[src/rtl/irq_down_timer.sv]
module irq_down_timer #(
  parameter int WIDTH = 32
) (
  input  logic        clk,
  input  logic        rst_n,
  input  logic        tick_fast,
  input  logic        tick_slow,
  input  logic [3:0]  addr,
  input  logic        wr_en,
  input  logic [31:0] wdata,
  output logic [31:0] rdata,
  output logic        irq
);
  localparam logic [3:0] OFS_LOAD = 4'h0;
  localparam logic [3:0] OFS_VAL  = 4'h4;
  localparam logic [3:0] OFS_CTL  = 4'h8;
  localparam logic [3:0] OFS_CLR  = 4'hC;
  localparam int BIT_EN = 7;
  localparam int BIT_PER = 6;
  localparam int BIT_FAST = 3;

  logic [WIDTH-1:0] count_q, load_q;
  logic en_q, per_q, fast_q, irq_q;

  wire load_wr = wr_en && addr == OFS_LOAD;
  wire ctl_wr  = wr_en && addr == OFS_CTL;
  wire clr_wr  = wr_en && addr == OFS_CLR;
  wire step    = en_q && (fast_q ? tick_fast : tick_slow);
  wire at_zero = count_q == '0;
  wire uflow   = step && at_zero && !load_wr;

  always_ff @(posedge clk) begin
    if (!rst_n) begin
      load_q <= '0;
      en_q   <= 1'b0;
      per_q  <= 1'b0;
      fast_q <= 1'b0;
    end else begin
      if (load_wr) load_q <= wdata[WIDTH-1:0];
      if (ctl_wr) begin
        en_q   <= wdata[BIT_EN];
        per_q  <= wdata[BIT_PER];
        fast_q <= wdata[BIT_FAST];
      end
    end
  end

  always_ff @(posedge clk) begin
    if (!rst_n)
      count_q <= '0;
    else if (load_wr)
      count_q <= wdata[WIDTH-1:0];
    else if (uflow)
      count_q <= per_q ? load_q : '1;
    else if (step)
      count_q <= count_q - 1'b1;
  end

  always_ff @(posedge clk) begin
    if (!rst_n)      irq_q <= 1'b0;
    else if (uflow)  irq_q <= 1'b1;
    else if (clr_wr) irq_q <= 1'b0;
  end

  assign irq = irq_q;

  always_comb begin
    rdata = '0;
    case (addr)
      OFS_LOAD: rdata = 32'(load_q);
      OFS_VAL:  rdata = 32'(count_q);
      OFS_CTL:  begin
        rdata[BIT_EN]   = en_q;
        rdata[BIT_PER]  = per_q;
        rdata[BIT_FAST] = fast_q;
      end
      default:  rdata = '0;
    endcase
  end
endmodule

[config.mk]
export PLATFORM = sky130hd
export DESIGN_NAME = irq_down_timer
export DESIGN_NICKNAME = d
export VERILOG_FILES = /design/src/rtl/irq_down_timer.sv
export SDC_FILE = /design/constraint.sdc
export NUM_CORES = 1
export LEC_CHECK = 0
export ABC_CLOCK_PERIOD_IN_PS = 4200
export BUFFER_PORTS_ARGS = -buffer_cell sky130_fd_sc_hd__buf_2
export CAP_MARGIN = 5
export CORE_ASPECT_RATIO = 1.25
export CORE_UTILIZATION = 55
export CTS_CLUSTER_SIZE = 10
export DETAILED_ROUTE_END_ITERATION = 8
export PLACE_DENSITY = 0.79
export SLEW_MARGIN = 40
export SYNTH_ARGS = -nofsm -noshare
export SYNTH_HDL_FRONTEND = slang
export SYNTH_SLANG_ARGS = --single-unit
[constraint.sdc]
create_clock -name clk -period 4.2 [get_ports clk]
set_input_delay 0.21 -clock clk [delete_from_list [all_inputs] [get_ports clk]]
set_output_delay 0.21 -clock clk [all_outputs]
set_load 0.005 [all_outputs]
# Word level (Yosys, flattened, before mapping)
# Index checks and enable logic that the tools add are counted.
[totals]
out_inout_bits = 33
wordCells = 33
regBits = 68
inputBits = 41
[op_classes]
muxes = 12
n_reduce_logical = 11
n_addsub = 1
eq_ne = 3
[op_table]
columns = ["operator", "n"]
rows = [
  ["$mux 32", 4],
  ["$pmux 24 s2", 1],
  ["$logic_not 32->1", 1],
  ["$sub 32x1->32 const B", 1],
  ["$eq 4x4->1 const B", 2],
  ["$logic_and 1x1->1", 6],
  ["$pmux 2 s3", 1],
  ["$pmux 3 s2", 1],
  ["$eq 4x3->1 const B", 1],
  ["$logic_not 4->1", 1],
  ["$pmux 2 s2", 1],
  ["$mux 1", 3],
  ["$pmux 1 s3", 1],
  ["$reduce_bool 3->1", 1],
  ["$reduce_bool 2->1", 1],
  ["$logic_not 1->1", 1],
]

# Logic depth before layout (Yosys ltp)
[depth]
word_depth = 6
mapped_depth = 9
depth_no_buf = 8

# Least setup slack after synthesis
# OpenSTA, ideal clock, no wires.
[synth_timing]
kind = "reg-to-reg"
startpoint = "register count_q[0]"
endpoint = "register count_q[11]"
path_stages_with_launch = 9
period_less_slack_ps = 2031
required_time_ps = 4083
t_arrival_ps = 1914
path_buffers = 0
slack_ps = 2169
setup_ps = 117
cell_sequence = "dfxtp_1 > inv_1 > ha_1 > nor3b_2 > nand4_4 > nor2_2 > nand2_1 > or3_1 > a32o_1"
[synth_via]
elab_chain_len = 5
elab_cells_between_ends = 8
classes_between = "add/sub (1); mux (3); reduce/logical (4)"
[synth_rtl]
columns = ["item", "line", "source"]
rows = [
  ["start, declared", "22", "logic [WIDTH-1:0] count_q, load_q;"],
  ["start signal, assigned", "52", "count_q <= wdata[WIDTH-1:0];"],
  ["start signal, assigned", "54", "count_q <= per_q ? load_q : '1;"],
  ["start signal, assigned", "56", "count_q <= count_q - 1'b1;"],
  ["branches (longest 5 deep; another with $sub 32x1->32)", "--", ""],
]
# Several ways; the timed one is not identified. The select of a mux whose other input is x is not followed.
# A chain may end at the register's enable or synchronous reset.

# Worst setup path after layout
[layout_timing]
startpoint = "register count_q[0]"
endpoint = "register count_q[31]"
# Same word-level chain as after synthesis.

==> impl_metrics.csv <==
group,metric,value,unit
timing,clock_skew,8.85,ps
layout,fillers,646,
logic_synthesis,ys_ff_latch,68,
detailed_routing,drc,0,
worst_hold_path,worstHoldStart,"wdata[29]",
placed_design,gp_congestion,0.933,
timing,setup_viol,0,
logic_synthesis,ys_top_cells_by_count,"100 x nand2_1, 68 x dfxtp_1, 56 x a21oi_1",
placed_design,dp.final_hpwl,8760,µm
layout,layout-drive-gt1-share,20.4,%
power,total_power,1.59,mW
floorplanning,initial_core_util,57.1,%
grt,grt.total_usage,35.1,%
worst_setup_path,criticalPathCategory,"reg2reg",
timing,fin_tns_setup,0,ps
logic_synthesis,yosys-top-cells-area,"dfxtp_1 34%, nand2_1 9.4%, a21oi_1 7.0%, a22o_1 6.3%, o21ai_0 3.4%",
clock_network,cts.clk_slew.worst_paths,70,ps
timing,worst_slew_pin_slew,810,ps
logic_synthesis,synth_area_leader_cell,"dfxtp_1",
grt,grt_pass1_vias,4231,
floorplanning,die_h,97.5,µm
timing,slew_violations,0,
clock_network,clk_path_buf_depth,2,
detailed_routing,postRouteAntennaNets,0,
logic_synthesis,synth_flop_cell,"dfxtp_1",
logic_synthesis,synth.net_count,563,
clock_network,post-cts-setup-buffers,0,
clock_network,clockRootBuffer,"clkbuf_8",
layout,diodes,0,
logic_synthesis,yosysSeqAreaShare,33.9,%
timing,fmax,363,MHz
clock_network,ctsHoldBuffers,0,
worst_hold_path,hold_path.class,"in2reg",
worst_setup_path,path_max_fanout,13,
clock_network,htreeDepth,3,
logic_synthesis,synth.avg_cell_area,7.70,µm²
clock_network,cts_made_buffers,9,
grt,antenna_found_initial,0,
layout,fin_nets,619,
logic_synthesis,yosys_warnings,0,
grt,grt_max_degree,38,
worst_setup_path,cp-start-kind,"flip-flop",
worst_setup_path,reg2reg_depth,7,
timing,max_slew_margin,46.0,%
grt,grt_overflow,0,
worst_setup_path,required,4420,ps
clock_network,clk_latency,340,ps
floorplanning,io_pins,74,
timing,period_share,65.6,%
logic_synthesis,synth-edff-count,0,
timing,rsz0062_at_grt,"false",
power,max-vdd-ir-drop,166,µV
power,pwr_density_cell,343,nW/µm²
worst_hold_path,holdPathEnd,"load_q[29]",
clock_network,cts.sinks,68,
worst_setup_path,r2r-start,"count_q[0]",
floorplanning,num_rows,34,
outcome,status,"finished clean",
worst_hold_path,min_path_cells,3,
layout,layout-area-overhead-vs-synth,15.4,%
floorplanning,design.core.area,7020,µm²
worst_setup_path,crit_path_end_kind,"flip-flop",
logic_synthesis,synth_top_cell_area_share,33.9,%
detailed_routing,avgViaCountPerCell,6.46,
clock_network,cts-resized-gates,0,
logic_synthesis,synth.cell_area,4010,µm²
grt,grt_pass1_wl,21000,µm
timing,period_minus_slack,2760,ps
detailed_routing,vias,4340,
power,leakage,1.85,nW
timing,hold_viol_final,0,
detailed_routing,wl,12700,µm
logic_synthesis,synthArstFlopShare,0,%
floorplanning,fp.dieArea,7640,µm²
detailed_routing,drt_pass1_iterations,5,
worst_setup_path,arrival,2980,ps
logic_synthesis,synth_most_common_cell,"nand2_1",
floorplanning,die_w,78.4,µm
placed_design,io_buffers,73,
logic_synthesis,syn_inst,521,
job,cap_violations,0,
detailed_routing,initialDrtViolationCount,398,
worst_setup_path,rr_endpoint,"count_q[31]",
clock_network,cts_tree,"yes",
detailed_routing,wire_per_inst,18.9,µm
worst_setup_path,ff2ff_setup_slack,1440,ps
logic_synthesis,synth_cell_type_count,67,
==> placed cells by master (no fill, tap or decap), drive strengths merged, types with 12 or more instances in the layout <==
cell,synthesis,layout
a21oi,56,56
a22o,29,29
buf,9,81
clkbuf,27,16
dfxtp,68,68
inv,12,12
nand2,100,100
nor2,32,32
nor3,25,25
o21ai,29,29
==> how the worst max path moves through the flow <==
stage | cells after the start | to | slack [ps] | startpoint
3_5_place_dp | 8 | count_q[16] | 1440 | count_q[0]
6_report | 7 | count_q[31] | 1440 | count_q[0]
5_1_grt | 6 | count_q[31] | 1260 | count_q[9]
2_1_floorplan | 8 | count_q[11] | 2170 | count_q[0]
3_3_place_gp | 6 | count_q[21] | 1480 | addr[2]
4_1_cts | 8 | count_q[21] | 1420 | count_q[0]
==> state kept, by name, indices dropped and copies added, names as in the netlist <==
| signal | cells |
|---|---|
| count_q | 32 |
| load_q | 32 |
| en_q | 1 |
| fast_q | 1 |
| irq | 1 |
| per_q | 1 |
==> power by group <==
part | internal (mW) | switching, mW | total, mW
Sequential | 0.662 | 0.0279 | 0.690
Combinational | 0.131 | 0.225 | 0.356
Clock | 0.297 | 0.242 | 0.539
==> worst max-delay path, cell delays in order, from the launching register on <==
cell and delay (ps):
dfxtp_1 370, inv_1 100, ha_1 180, nor3b_2 400, and3b_1 390, nand4_1 660
o221ai_1 440, nand2_1 90
==> cell families after synthesis <==
family                     count (synthesis)  synth area share (%)
adders and majority gates                  1                 0.312
buffers and inverters                     48                  4.99
xor gates and xnor gates                  19                  4.15
and+or+nand+nor                          212                  27.5
AOI/OAI and AO/OA                        171                  28.6
muxes                                      2                 0.530
DFF                                       68                  33.9
==> area by class of cell <==
class / count / area [µm²] / share of cell area, %
multi-input combinational: 405 / 2470 / 53.5
sequential: 68 / 1360 / 29.4
timing repair buffer: 81 / 433 / 9.36
clock buffer: 16 / 200 / 4.33
tap: 90 / 113 / 2.43
inverter: 12 / 45.0 / 0.974
==> stage by stage <==
stage	util (%)	std cells	area [µm²]	setup slack (ps)	hold WS, ps
after floorplan	-	521	4010	2170	346
after global placement	62.6	654	4400	1480	445
after detailed placement	62.9	655	4410	1440	462
after CTS	65.7	671	4610	1420	108
after global routing	65.9	672	4630	1260	129
final	65.9	672	4630	1440	118
==> per-layer routing <==
layer / track usage (%) / part of all wire [%] / wire (µm)
met5: 0 / 0 / 0
met4: 16.2 / 2.4 / 299
met3: 4.51 / 7.5 / 956
met2: 58.2 / 50 / 6290
met1: 44.9 / 41 / 5140
Note: power is estimated with default switching activity, not from simulation.
